### config.mk
export PLATFORM = sky130hd
export DESIGN_NAME = mii_mgmt_ctrl
export DESIGN_NICKNAME = d
export VERILOG_FILES = /design/src/rtl/mii_mgmt_pkg.sv /design/src/rtl/mii_mgmt_ctl.sv /design/src/rtl/mii_mgmt_dp.sv /design/src/rtl/mii_mgmt_ctrl.sv
export SDC_FILE = /design/constraint.sdc
export NUM_CORES = 1
export LEC_CHECK = 0
export ABC_CLOCK_PERIOD_IN_PS = 2800
export BUFFER_PORTS_ARGS = -buffer_cell sky130_fd_sc_hd__clkbuf_2
export CAP_MARGIN = 15
export CORE_AREA = 2 2 118 120
export CTS_CLUSTER_SIZE = 28
export DETAILED_ROUTE_END_ITERATION = 8
export DIE_AREA = 0 0 120 122
export PLACE_DENSITY = 0.77
export SYNTH_ARGS = -nofsm -noshare
export SYNTH_HDL_FRONTEND = slang
export SYNTH_SLANG_ARGS = --single-unit
### constraint.sdc
create_clock -name clk -period 2.8 [get_ports clk]
set_input_delay 0.42 -clock clk [delete_from_list [all_inputs] [get_ports clk]]
set_output_delay 0.42 -clock clk [all_outputs]
set_load 0.1 [all_outputs]
### src/rtl/mii_mgmt_pkg.sv
package mii_mgmt_pkg;
  localparam int PHY_AW       = 5;
  localparam int REG_AW       = 5;
  localparam int DATA_W       = 16;
  localparam int PREAMBLE_LEN = 32;
  localparam int FRAME_LEN    = PREAMBLE_LEN + 4 + PHY_AW + REG_AW + 2 + DATA_W;
  localparam int TA_POS       = PREAMBLE_LEN + 4 + PHY_AW + REG_AW;
  localparam int DATA_POS     = TA_POS + 2;

  localparam logic [1:0] SEL_ADDR = 2'd0;
  localparam logic [1:0] SEL_DATA = 2'd1;
  localparam logic [1:0] SEL_CTRL = 2'd2;

  typedef enum logic [1:0] {
    ST_IDLE = 2'd0,
    ST_INT  = 2'd1,
    ST_EXT  = 2'd2
  } ctlState_e;

  // strobes from control to datapath
  typedef struct packed {
    logic accept;
    logic acceptWr;
    logic frameShift;
    logic rxSample;
    logic intLatch;
    logic extLatch;
  } mgmtStrobe_t;
endpackage

### src/rtl/mii_mgmt_ctl.sv
module mii_mgmt_ctl
  import mii_mgmt_pkg::*;
#(
  parameter int MDC_HALF = 4,
  parameter logic [PHY_AW-1:0] INT_PHY_ADDR = 5'h1F
) (
  input  logic              clk,
  input  logic              rstN,
  input  logic              hostWrEn,
  input  logic              hostRdEn,
  input  logic [1:0]        hostSel,
  input  logic [PHY_AW-1:0] phyAddr,
  output mgmtStrobe_t       strobe,
  output logic              busy,
  output logic              done,
  output logic              mdc,
  output logic              mdioOe,
  output logic              intReq,
  output logic              intWrite
);
  localparam int IDX_W    = $clog2(FRAME_LEN);
  localparam int LAST_BIT = FRAME_LEN - 1;

  ctlState_e        state;
  logic             opRead;
  logic [IDX_W-1:0] bitIdx;
  logic             mdcQ;
  logic             doneQ;
  logic             tick;
  logic             accept;
  logic             lastBit;

  assign accept  = (hostWrEn || hostRdEn) && (hostSel == SEL_DATA) && (state == ST_IDLE);
  assign lastBit = (bitIdx == IDX_W'(LAST_BIT));

  // MDC half-period timing: divider present only when a half period spans several clocks
  generate
    if (MDC_HALF <= 1) begin : gNoDiv
      assign tick = (state == ST_EXT);
    end else begin : gDiv
      localparam int DIV_W = $clog2(MDC_HALF);
      logic [DIV_W-1:0] divCnt;
      always_ff @(posedge clk or negedge rstN) begin
        if (!rstN)                                divCnt <= '0;
        else if (state != ST_EXT)                 divCnt <= '0;
        else if (divCnt == DIV_W'(MDC_HALF - 1))  divCnt <= '0;
        else                                      divCnt <= divCnt + 1'b1;
      end
      assign tick = (state == ST_EXT) && (divCnt == DIV_W'(MDC_HALF - 1));
    end
  endgenerate

  always_comb begin
    strobe            = '0;
    strobe.accept     = accept;
    strobe.acceptWr   = accept && hostWrEn;
    strobe.frameShift = tick && mdcQ && !lastBit;
    strobe.rxSample   = tick && !mdcQ && opRead && (bitIdx >= IDX_W'(DATA_POS));
    strobe.intLatch   = (state == ST_INT) && opRead;
    strobe.extLatch   = tick && mdcQ && lastBit && opRead;
  end

  always_ff @(posedge clk or negedge rstN) begin
    if (!rstN) begin
      state  <= ST_IDLE;
      opRead <= 1'b0;
      bitIdx <= '0;
      mdcQ   <= 1'b0;
      doneQ  <= 1'b0;
    end else begin
      doneQ <= 1'b0;
      case (state)
        ST_IDLE: begin
          if (accept) begin
            opRead <= !hostWrEn;
            bitIdx <= '0;
            mdcQ   <= 1'b0;
            state  <= (phyAddr == INT_PHY_ADDR) ? ST_INT : ST_EXT;
          end
        end
        ST_INT: begin
          state <= ST_IDLE;
          doneQ <= 1'b1;
        end
        ST_EXT: begin
          if (tick) begin
            if (!mdcQ) begin
              mdcQ <= 1'b1;
            end else begin
              mdcQ <= 1'b0;
              if (lastBit) begin
                state <= ST_IDLE;
                doneQ <= 1'b1;
              end else begin
                bitIdx <= bitIdx + 1'b1;
              end
            end
          end
        end
        default: state <= ST_IDLE;
      endcase
    end
  end

  assign busy     = (state != ST_IDLE);
  assign done     = doneQ;
  assign mdc      = mdcQ;
  assign mdioOe   = (state == ST_EXT) && (!opRead || (bitIdx < IDX_W'(TA_POS)));
  assign intReq   = (state == ST_INT);
  assign intWrite = (state == ST_INT) && !opRead;
endmodule

### src/rtl/mii_mgmt_dp.sv
module mii_mgmt_dp
  import mii_mgmt_pkg::*;
(
  input  logic              clk,
  input  logic              rstN,
  input  mgmtStrobe_t       strobe,
  input  logic              hostWrEn,
  input  logic [1:0]        hostSel,
  input  logic [31:0]       hostWrData,
  output logic [31:0]       hostRdData,
  output logic [PHY_AW-1:0] phyAddr,
  output logic [REG_AW-1:0] regAddr,
  output logic [DATA_W-1:0] dataReg,
  output logic              mdioOut,
  input  logic              mdioIn,
  input  logic [DATA_W-1:0] intRdData,
  input  logic [3:0]        txData,
  input  logic              txEn,
  input  logic              txEr,
  input  logic [3:0]        phyRxData,
  input  logic              phyRxDv,
  input  logic              phyRxEr,
  input  logic              phyCrs,
  output logic [3:0]        macRxData,
  output logic              macRxDv,
  output logic              macRxEr,
  output logic              macCrs
);
  logic [PHY_AW-1:0]    phyQ;
  logic [REG_AW-1:0]    regQ;
  logic [DATA_W-1:0]    dataQ;
  logic [DATA_W-1:0]    rxQ;
  logic [FRAME_LEN-1:0] frameQ;
  logic                 loopQ;
  logic [1:0]           opCode;
  logic [1:0]           taBits;
  logic [DATA_W-1:0]    payload;
  logic                 unusedHi;

  assign unusedHi = ^hostWrData[31:16];

  // address register: no reset, writable in any cycle
  always_ff @(posedge clk) begin
    if (hostWrEn && hostSel == SEL_ADDR) {phyQ, regQ} <= hostWrData[PHY_AW+REG_AW-1:0];
  end

  always_ff @(posedge clk or negedge rstN) begin
    if (!rstN)                               loopQ <= 1'b0;
    else if (hostWrEn && hostSel == SEL_CTRL) loopQ <= hostWrData[0];
  end

  always_ff @(posedge clk or negedge rstN) begin
    if (!rstN)                 dataQ <= '0;
    else if (strobe.acceptWr)  dataQ <= hostWrData[DATA_W-1:0];
    else if (strobe.intLatch)  dataQ <= intRdData;
    else if (strobe.extLatch)  dataQ <= rxQ;
  end

  always_ff @(posedge clk or negedge rstN) begin
    if (!rstN)                rxQ <= '0;
    else if (strobe.accept)   rxQ <= '0;
    else if (strobe.rxSample) rxQ <= {rxQ[DATA_W-2:0], mdioIn};
  end

  assign opCode  = hostWrEn ? 2'b01 : 2'b10;
  assign taBits  = hostWrEn ? 2'b10 : 2'b11;
  assign payload = hostWrEn ? hostWrData[DATA_W-1:0] : '1;

  always_ff @(posedge clk or negedge rstN) begin
    if (!rstN)                  frameQ <= '0;
    else if (strobe.accept)     frameQ <= {{PREAMBLE_LEN{1'b1}}, 2'b01, opCode, phyQ, regQ, taBits, payload};
    else if (strobe.frameShift) frameQ <= {frameQ[FRAME_LEN-2:0], 1'b0};
  end

  always_comb begin
    hostRdData = '0;
    case (hostSel)
      SEL_ADDR: hostRdData[PHY_AW+REG_AW-1:0] = {phyQ, regQ};
      SEL_DATA: hostRdData[DATA_W-1:0]        = dataQ;
      SEL_CTRL: hostRdData[0]                 = loopQ;
      default:  hostRdData = '0;
    endcase
  end

  always_comb begin
    if (loopQ) begin
      macRxData = txData;
      macRxDv   = txEn;
      macRxEr   = txEr;
      macCrs    = txEn | txEn;
    end else begin
      macRxData = phyRxData;
      macRxDv   = phyRxDv;
      macRxEr   = phyRxEr;
      macCrs    = phyCrs;
    end
  end

  assign phyAddr = phyQ;
  assign regAddr = regQ;
  assign dataReg = dataQ;
  assign mdioOut = frameQ[FRAME_LEN-1];
endmodule

### src/rtl/mii_mgmt_ctrl.sv
module mii_mgmt_ctrl
  import mii_mgmt_pkg::*;
#(
  parameter int MDC_HALF = 4,
  parameter logic [4:0] INT_PHY_ADDR = 5'h1F
) (
  input  logic        clk,
  input  logic        rstN,
  input  logic        hostWrEn,
  input  logic        hostRdEn,
  input  logic [1:0]  hostSel,
  input  logic [31:0] hostWrData,
  output logic [31:0] hostRdData,
  output logic        busy,
  output logic        done,
  output logic [15:0] mgmtData,
  output logic        mdc,
  output logic        mdioOut,
  output logic        mdioOe,
  input  logic        mdioIn,
  output logic        intReq,
  output logic        intWrite,
  output logic [4:0]  intRegAddr,
  output logic [15:0] intWrData,
  input  logic [15:0] intRdData,
  input  logic [3:0]  txData,
  input  logic        txEn,
  input  logic        txEr,
  input  logic [3:0]  phyRxData,
  input  logic        phyRxDv,
  input  logic        phyRxEr,
  input  logic        phyCrs,
  output logic [3:0]  macRxData,
  output logic        macRxDv,
  output logic        macRxEr,
  output logic        macCrs
);
  mgmtStrobe_t       strobe;
  logic [PHY_AW-1:0] phyAddr;

  mii_mgmt_ctl #(.MDC_HALF(MDC_HALF), .INT_PHY_ADDR(INT_PHY_ADDR)) u_ctl (
    .clk(clk), .rstN(rstN), .hostWrEn(hostWrEn), .hostRdEn(hostRdEn), .hostSel(hostSel),
    .phyAddr(phyAddr), .strobe(strobe), .busy(busy), .done(done), .mdc(mdc),
    .mdioOe(mdioOe), .intReq(intReq), .intWrite(intWrite)
  );

  mii_mgmt_dp u_dp (
    .clk(clk), .rstN(rstN), .strobe(strobe), .hostWrEn(hostWrEn), .hostSel(hostSel),
    .hostWrData(hostWrData), .hostRdData(hostRdData), .phyAddr(phyAddr),
    .regAddr(intRegAddr), .dataReg(mgmtData), .mdioOut(mdioOut), .mdioIn(mdioIn),
    .intRdData(intRdData), .txData(txData), .txEn(txEn), .txEr(txEr),
    .phyRxData(phyRxData), .phyRxDv(phyRxDv), .phyRxEr(phyRxEr), .phyCrs(phyCrs),
    .macRxData(macRxData), .macRxDv(macRxDv), .macRxEr(macRxEr), .macCrs(macCrs)
  );

  assign intWrData = mgmtData;
endmodule

**After elaboration in Yosys (flattened, before gate mapping)**

Index checks and enable logic that the tools add are counted.

- Add/subtract/negate cells: 2
- Magnitude comparators: 2
- Equality and inequality tests: 13
- Muxes and demuxes: 38
- Reduce and logical (&&, ||, !) cells: 33

Operators with widths:

| cell | count |
|---|---|
| 2-to-1 mux 64 bit | 2 |
| 2-to-1 mux 16 bit | 6 |
| 2-to-1 mux 6 bit | 5 |
| one-hot mux 9 bit (2 select lines) | 1 |
| logical AND 1 bit | 16 |
| 2-to-1 mux 2 bit | 8 |
| one-hot mux 6 bit (2 select lines) | 1 |
| 2-to-1 mux 1 bit | 10 |
| inequality test 2 x 1 -> 1 bit, second input constant | 4 |
| nonzero test 2 bit | 4 |
| adder 6 x 1 -> 6 bit, second input constant | 1 |
| == test 2 bit, second input constant | 3 |
| == test 6 bit, second input constant | 1 |
| greater-or-equal comparator 6 bit, second input constant | 1 |
| less-than comparator 6 bit, second input constant | 1 |
| == test 5 bit, second input constant | 1 |
| AND reduction 5 bit | 1 |
| == test 2 x 1 -> 1 bit, second input constant | 2 |
| zero test 1 bit | 4 |
| zero test 2 bit | 2 |
| 2-to-1 mux 4 bit | 1 |
| inequality test 2 bit, second input constant | 2 |
| one-hot mux 1 bit (2 select lines) | 2 |
| one-hot mux 2 bit (2 select lines) | 1 |
| 7 further kinds | 8 |

- Bits in registers: 120
- Output and inout bits: 83
- Logic and storage cells: 100

**Depth between registers and ports, before layout**

Gate-level depths: netlist (run 1).

- Word-level depth: 8
- Mapped depth: 8
- Gate-level depth less buffers: 6

**Hierarchy**

From an unflattened synthesis (run 1), not the netlist that was laid out.

- Cell total of the unflattened synthesis: 549
- Area total of the unflattened synthesis: 6127.1 um^2

By module, submodules not included:

| module | instances | cells each | area an instance (um^2) | sequential area each (um^2) |
|---|---|---|---|---|
| mii_mgmt_dp | 1 | 437 | 5166.2 | 2727.6 |
| mii_mgmt_ctl | 1 | 96 | 840.8 | 325.3 |
| mii_mgmt_ctrl | 1 | 16 | 120.1 | 0.0 |

**Worst setup path before layout (run 1)**

OpenSTA, ideal clock, no wires.

- Path kind: reg-to-output
- Start: register u_dp.dataQ[0] (netlist: u_dp.dataReg[0])
- End: output port hostRdData[0]
- Arrival time: 3.225 ns
- Data required time: 2.380 ns
- Slack: -0.845 ns
- Cell stages (with the launch flop): 3
- Buffers on the path: 0
- Path through: dfrtp_1 mux2i_1 o21ai_0

- Cells in the longest elaborated chain, start to end: 1

Ends and longest elaborated chain:

| item | line | source |
|---|---|---|
| from (decl) | mii_mgmt_dp.sv:31 | `logic [DATA_W-1:0] dataQ;` |
| from (signal assigned) | mii_mgmt_dp.sv:54 | `else if (strobe.acceptWr) dataQ <= hostWrData[DATA_W-1:0];` |
| from (signal assigned) | mii_mgmt_dp.sv:55 | `else if (strobe.intLatch) dataQ <= intRdData;` |
| from (signal assigned) | mii_mgmt_dp.sv:56 | `else if (strobe.extLatch) dataQ <= rxQ;` |
| one-hot mux 1 bit (3 select lines) | mii_mgmt_dp.sv:77 | `case (hostSel)` |
| to (decl) | mii_mgmt_ctrl.sv:13 | `output logic [31:0] hostRdData,` |

Every way passes these cells.

**Worst setup path after layout (run 1)**

- Start: register u_ctl.state[0]
- End: output port mdioOe

- Cells in the longest elaborated chain, start to end: 2

Ends and longest elaborated chain:

| item | line | source |
|---|---|---|
| from (decl) | mii_mgmt_ctl.sv:24 | `ctlState_e state;` |
| from (signal assigned) | mii_mgmt_ctl.sv:78 | `state <= (phyAddr == INT_PHY_ADDR) ? ST_INT : ST_EXT;` |
| == test 2 bit | mii_mgmt_ctl.sv:108 | `assign mdioOe = (state == ST_EXT) && (!opRead \|\| (bitIdx < IDX_W'(TA_POS)));` |
| logical AND 1 bit | mii_mgmt_ctl.sv:108 |  |
| to (decl) | mii_mgmt_ctrl.sv:19 | `output logic mdioOe,` |

Every way passes these cells.

==> impl_metrics.ini, run 1 <==
[critical_path]
end_kind = primary output
cp-start-kind = flop
arrival_ns = 2.09
path_class = flop to primary output
timing.rr.end = u_dp.frameQ[1]
required_ns = 2.38
rr_startpoint = u_ctl.state[0]
r2r_slack_ns = 0.59
crit_fanout = 14
worstSetupStartpoint = u_ctl.state[0]
ff2ff_path_depth = 7

[clock_network]
clockBufferDepth = 2
clockRootBuffer = clkbuf_16
clk_pin_slew_ns = 0.06
cts_tree = yes
clock_latency_ns = 0.41
cts_hold_repair.buffers = 0
post_cts_buffers = 0
cts.sinks = 120
numCtsBuffers = 17
htree_levels = 4

[detailed_routing]
postRouteAntennaNets = 0
dr.pass1.iters = 7
drt-wirelength-per-cell_um = 15.4
viasPerCell = 5.27
wl_um = 13900
drc = 0
num_vias = 4762
first_iter_violations = 349

[pwr]
power.leakage_nw = 3.55
vdd_drop_max_mv = 0.805
netSwitchingFraction = 0.492
pwr-share-seq = 0.311
p_total_mw = 8.75
internal_power_mw = 4.44
power_frac_clock = 0.261
p_per_area_mw_per_mm2 = 1220
power.switching_mw = 4.31
p_comb_frac = 0.429

[cells_and_area]
antennaDiodeCount = 0
nNetsFinal = 784
drive_above_1_share = 0.282
syn_to_final_growth_pct = 20.1
fillers = 1157
multi_input_area_mm2 = 0.00253
regArea_mm2 = 0.00305

[logic_synthesis]
synth_top_area_share = 0.459
yosysUniqueCellTypes = 46
synthFlopType = dfrtp_1
synth-seq-cells = 120
synth_area_per_cell_um2 = 9.64
syn_inst = 622
ys_async_sr_fraction = 0.917
synth_most_common_cell = nand2_1
seq_area_frac_synth = 0.509
ys_warn_count = 0
synth_area_leader_cell = dfrtp_1
synth_common_cells = nand2_1 (125), dfrtp_1 (110), nand3_1 (72)
synth_area_leaders = dfrtp_1 (46%), nand2_1 (7.8%), mux2i_1 (7.7%)
synth_area_mm2 = 0.00599
synth_edf_count = 10

[placement]
portBuffers = 118
dp_hpwl_um = 8780
place_congestion = 0.867

[sta]
tightestPinTransition_ns = 0.833
finalCriticalPeriod_ns = 2.51
timing_hold_violations_final = 0
fin_crit_sh = 0.896
fin_tns_setup_ns = 0
rsz0062_at_grt = no
fin_skew_ns = 0.0107
max_freq_mhz = 399
drv_slew = 0
max_slew_margin = 0.442
setup_viol = 0

[floorplan]
core_mm2 = 0.0135
die_area_mm2 = 0.0146
start_util = 0.444
rows = 43
die_w_um = 120
io_pins = 151
die_y_um = 122

[global_routing]
grt_pass1_vias = 4542
grt-ovfl-total = 0
track_usage = 0.192
grt_max_degree = 67
grt_pass1_wl_um = 22400
antenna_found_initial = 0

[run]
maxCapViolCount = 0

[status]
status = completed

[worst_hold_path]
hp-class = primary input to asynchronous set/reset pin
## layer usage
layer	wire length, µm	part of all wire	global-route usage
met5	0	0	0
met3	651	0.047	0.0389
met4	223	0.016	0.0640
met1	6130	0.44	0.256
met2	6880	0.50	0.314
## how the worst max path moves through the flow
stage / cells past startpoint / end / slack (ns)
floorplan: 2 / macCrs / -0.30
global placement: 7 / u_dp.frameQ[2] / 0.56
detailed placement: 7 / u_ctl.bitIdx[0] / 0.52
CTS: 5 / mdioOe / 0.12
global route: 5 / mdioOe / 0.17
finish: 5 / mdioOe / 0.29
## area by class of cell
class / count / share of cell area
multi-input combinational: 434 / 0.352
tap: 180 / 0.0313
clock buffer: 21 / 0.0685
clock inverter: 11 / 0.0186
timing repair buffer: 129 / 0.101
inverter: 9 / 0.00469
sequential: 120 / 0.424
## power by group through the flow
stage	Clock [mW]	Combinational [mW]	Sequential [mW]
2_1_floorplan	0	2.50	3.48
3_3_place_gp	0	3.69	2.70
3_5_place_dp	0	3.73	2.71
4_1_cts	2.29	3.76	2.71
5_1_grt	2.37	3.95	2.78
6_report	2.28	3.75	2.72
## repair_timing
item,CTS,global route
hold endpoints to repair,0,0
gates resized for setup,0,1
endpoints found under the setup margin,0,1
## cells by family after synthesis
family          after synthesis  synth area share
flops                       120             0.509
buf+inv                      83            0.0860
simple gates                279             0.209
mux                          68             0.118
fa+ha+maj                     5            0.0104
other cells                   1          0.000626
compound gates               66            0.0670
## placed cells by master, fill, tap and decap left out, types with 3 or more instances in the layout
cell type,n
o21ai_0,10
nor2b_1,4
nand3_1,71
clkbuf_16,19
mux2_2,22
and2_1,7
mux2i_1,46
edfxtp_1,10
o211ai_1,4
conb_1,16
nand4_1,3
nor2_1,38
and3_1,3
clkbuf_2,117
or3_1,3
a31oi_1,20
nand2_1,125
clkinv_4,4
inv_1,9
nor2_2,9
dfrtp_1,110
ha_1,4
buf_12,4
buf_4,8
a21oi_1,22
## worst max-delay path, cell delays in order, from the launching register on
cell and delay (ns):
dfrtp_1 0.39, inv_1 0.13, ha_2 0.36, inv_1 0.12, a31oi_1 0.19, clkbuf_2 0.49
## registers in the layout (all words and copies together) (netlist names), 2 cells and up
register and count:
u_dp.frameQ 64, u_dp.dataReg 16, u_dp.rxQ 16, u_ctl.bitIdx 6, u_dp.phyAddr 5, u_dp.regAddr 5, u_ctl.gDiv.divCnt 2, u_ctl.state 2
## per-stage QoR
step	area (µm²)	hold WS, ns	setup WS, ns	utilization	std cells
3_3_place_gp	6570	0.436	0.561	0.486	872
6_report	7200	0.0554	0.292	0.533	904
4_1_cts	7190	0.0781	0.123	0.533	904
5_1_grt	7200	0.108	0.169	0.533	904
3_5_place_dp	6570	0.436	0.520	0.486	872
2_1_floorplan	6080	0.124	-0.303	-	637
No activity file was read; power rests on OpenSTA's default activity.
==> run 2: changes to the inputs <==
- ABC_CLOCK_PERIOD_IN_PS: 2800 -> 2900
- CORE_AREA: 2 2 118 120 -> 2 2 119 121
- DIE_AREA: 0 0 120 122 -> 0 0 121 123
- SYNTH_HIERARCHICAL: default -> 1
- clock period: 2.8 -> 2.9 ns (I/O delays scaled with it)
==> impl_metrics.ini, run 2 <==
[status]
status = completed

[sta]
fin_skew_ns = 0.0121
setup_ws_ns = 0.296
tightestPinTransition_ns = 0.825
setup_viol = 0
max_slew_margin = 0.450
drv_slew = 0
fin_tns_setup_ns = 0
whs_ns = 0.119
rsz0062_at_grt = no
timing_hold_violations_final = 0
fin_crit_sh = 0.898
finalCriticalPeriod_ns = 2.60
max_freq_mhz = 384

[cells_and_area]
final_cell_mix = clkbuf_2 (117), dfrtp_1 (110), mux2i_1 (40)
largest_reg_flops = 64
final_cells = 840
antennaDiodeCount = 0
fillers = 1174
nNetsFinal = 720
drive_above_1_share = 0.294
syn_to_final_growth_pct = 18.0
regMostFlops = u_dp/frameQ
layout_commonest_cell = clkbuf_2

[logic_synthesis]
yosysUniqueCellTypes = 48
synth_compound_area_frac = 0.159
synth_top_area_share = 0.449
synth-xor-area-share = 0
synth_top_family_by_area = compound AO/OA/AOI/OAI gates
synth_common_cells = dfrtp_1 (110), mux2i_1 (40), nor2b_1 (37)
synthFlopType = dfrtp_1
synth_area_leaders = dfrtp_1 (45%), mux2i_1 (6.5%), edfxtp_1 (4.9%)
synth-seq-cells = 120
synthSimpleGateAreaFrac = 0.131
synth_edf_count = 10
syn_inst = 549
synthAdderAreaFrac = 0.0102
synth_area_leader_cell = dfrtp_1
seq_area_frac_synth = 0.498
synth_area_per_cell_um2 = 11.2
synth_most_common_cell = dfrtp_1
synth_area_mm2 = 0.00613
synth_mux_area_frac = 0.119
ys_warn_count = 6
ys_async_sr_fraction = 0.917

[critical_path]
required_ns = 2.47
cp-start-kind = flop
crit_fanout = 13
timing.rr.end = u_dp/dataReg[8]
r2r_slack_ns = 0.57
path_class = flop to primary output
arrival_ns = 2.17
ff2ff_path_depth = 8
end_kind = primary output
rr_startpoint = u_ctl/bitIdx[1]

[clock_network]
cts_hold_repair.buffers = 0
cts.sinks = 120
clock_latency_ns = 0.42
cts_tree = yes
clk_pin_slew_ns = 0.05
post_cts_buffers = 0
postCtsResizedCells = 0
numCtsBuffers = 17
clockRootBuffer = clkbuf_16
htree_levels = 4
clockBufferDepth = 2

[detailed_routing]
drt-wirelength-per-cell_um = 17.8
drc = 0
dr.pass1.iters = 5
first_iter_violations = 347
viasPerCell = 5.43
num_vias = 4563
wl_um = 14900
postRouteAntennaNets = 0

[global_routing]
grt_pass1_vias = 4668
busiest_layer = met2
gr-usage-met2 = 0.345
grt-ovfl-total = 0
grt_max_degree = 84
antenna_found_initial = 0
grt_util_met1 = 0.265
grt_pass1_wl_um = 24100
track_usage = 0.211
grt_use_met3 = 0.0540

[pwr]
power.leakage_nw = 3.17
vdd_drop_max_mv = 1.53
p_per_area_mw_per_mm2 = 1260

[floorplan]
die_area_mm2 = 0.0149
io_pins = 151
rows = 43
die_w_um = 121
start_util = 0.450
die_y_um = 123
core_mm2 = 0.0136

[placement]
portBuffers = 118
dp.cells = 808
dp_slack_ns = 0.664
place_congestion = 0.899
dp_hpwl_um = 10400

[worst_hold_path]
hp-class = primary input to asynchronous set/reset pin

[run]
maxCapViolCount = 0
run 2: cell count changes after synthesis, sizes merged, moves of 16 or more:
cell and delta:
a31oi -17, nand2 -106, nor2 -16, and3b +16
o21ai +23, o22a +16, nor2b +32, a211o +34
nand3 -65, a22oi +16
run 2: kinds of logic after synthesis:
logic type	count (synthesis)
AO/OA/AOI/OAI	138
adder cells (fa/ha/maj)	5
buffers and inverters	78
flip-flops	120
multiplexers	64
other	1
AND/OR/NAND/NOR	143
run 2: area by class of cell:
type                            instances  area, µm²  area share
Multi-Input combinational cell        366       2660       0.367
Tap cell                              180        225      0.0311
Inverter                                8       30.0     0.00415
Timing Repair Buffer                  134        726       0.100
Clock inverter                         10       78.8      0.0109
Sequential cell                       120       3050       0.422
Clock buffer                           22        464      0.0642
run 2: power breakdown:
group / leakage [nW] / switching, mW / internal [mW]
Sequential: 1.34 / 0.505 / 2.33
Combinational: 1.55 / 3.25 / 1.08
Clock: 0.277 / 0.710 / 1.21
run 2: per-stage QoR:
step                 util  power [mW]  area [µm²]
floorplan               -        6.54        6190
CTS                 0.531        9.12        7230
global route        0.531        9.50        7230
finish              0.531        9.09        7230
detailed placement  0.491        7.16        6690
global placement    0.491        7.04        6690
run 2: worst max path at each step:
stage	depth (start not counted)	startpoint	to
floorplan	2	u_dp/loopQ	macCrs
global placement	8	u_ctl/bitIdx[0]	u_dp/dataReg[6]
detailed placement	8	u_ctl/bitIdx[1]	u_dp/dataReg[8]
CTS	6	u_ctl/state[0]	mdioOe
global route	6	u_ctl/state[0]	mdioOe
finish	6	u_ctl/state[0]	mdioOe
run 2: routing by layer:
layer | up-vias | part of all wire
met5 | - | 0
met4 | 0 | 0.022
met3 | 20 | 0.063
met2 | 181 | 0.49
met1 | 2243 | 0.43
li1 | 2119 | -
run 2: worst max-delay path, stage by stage, from the launching register on:
cell and delay, ns:
dfrtp_1 0.39, inv_1 0.12, ha_1 0.19, buf_4 0.20, inv_1 0.14, a31oi_1 0.21
clkbuf_2 0.50
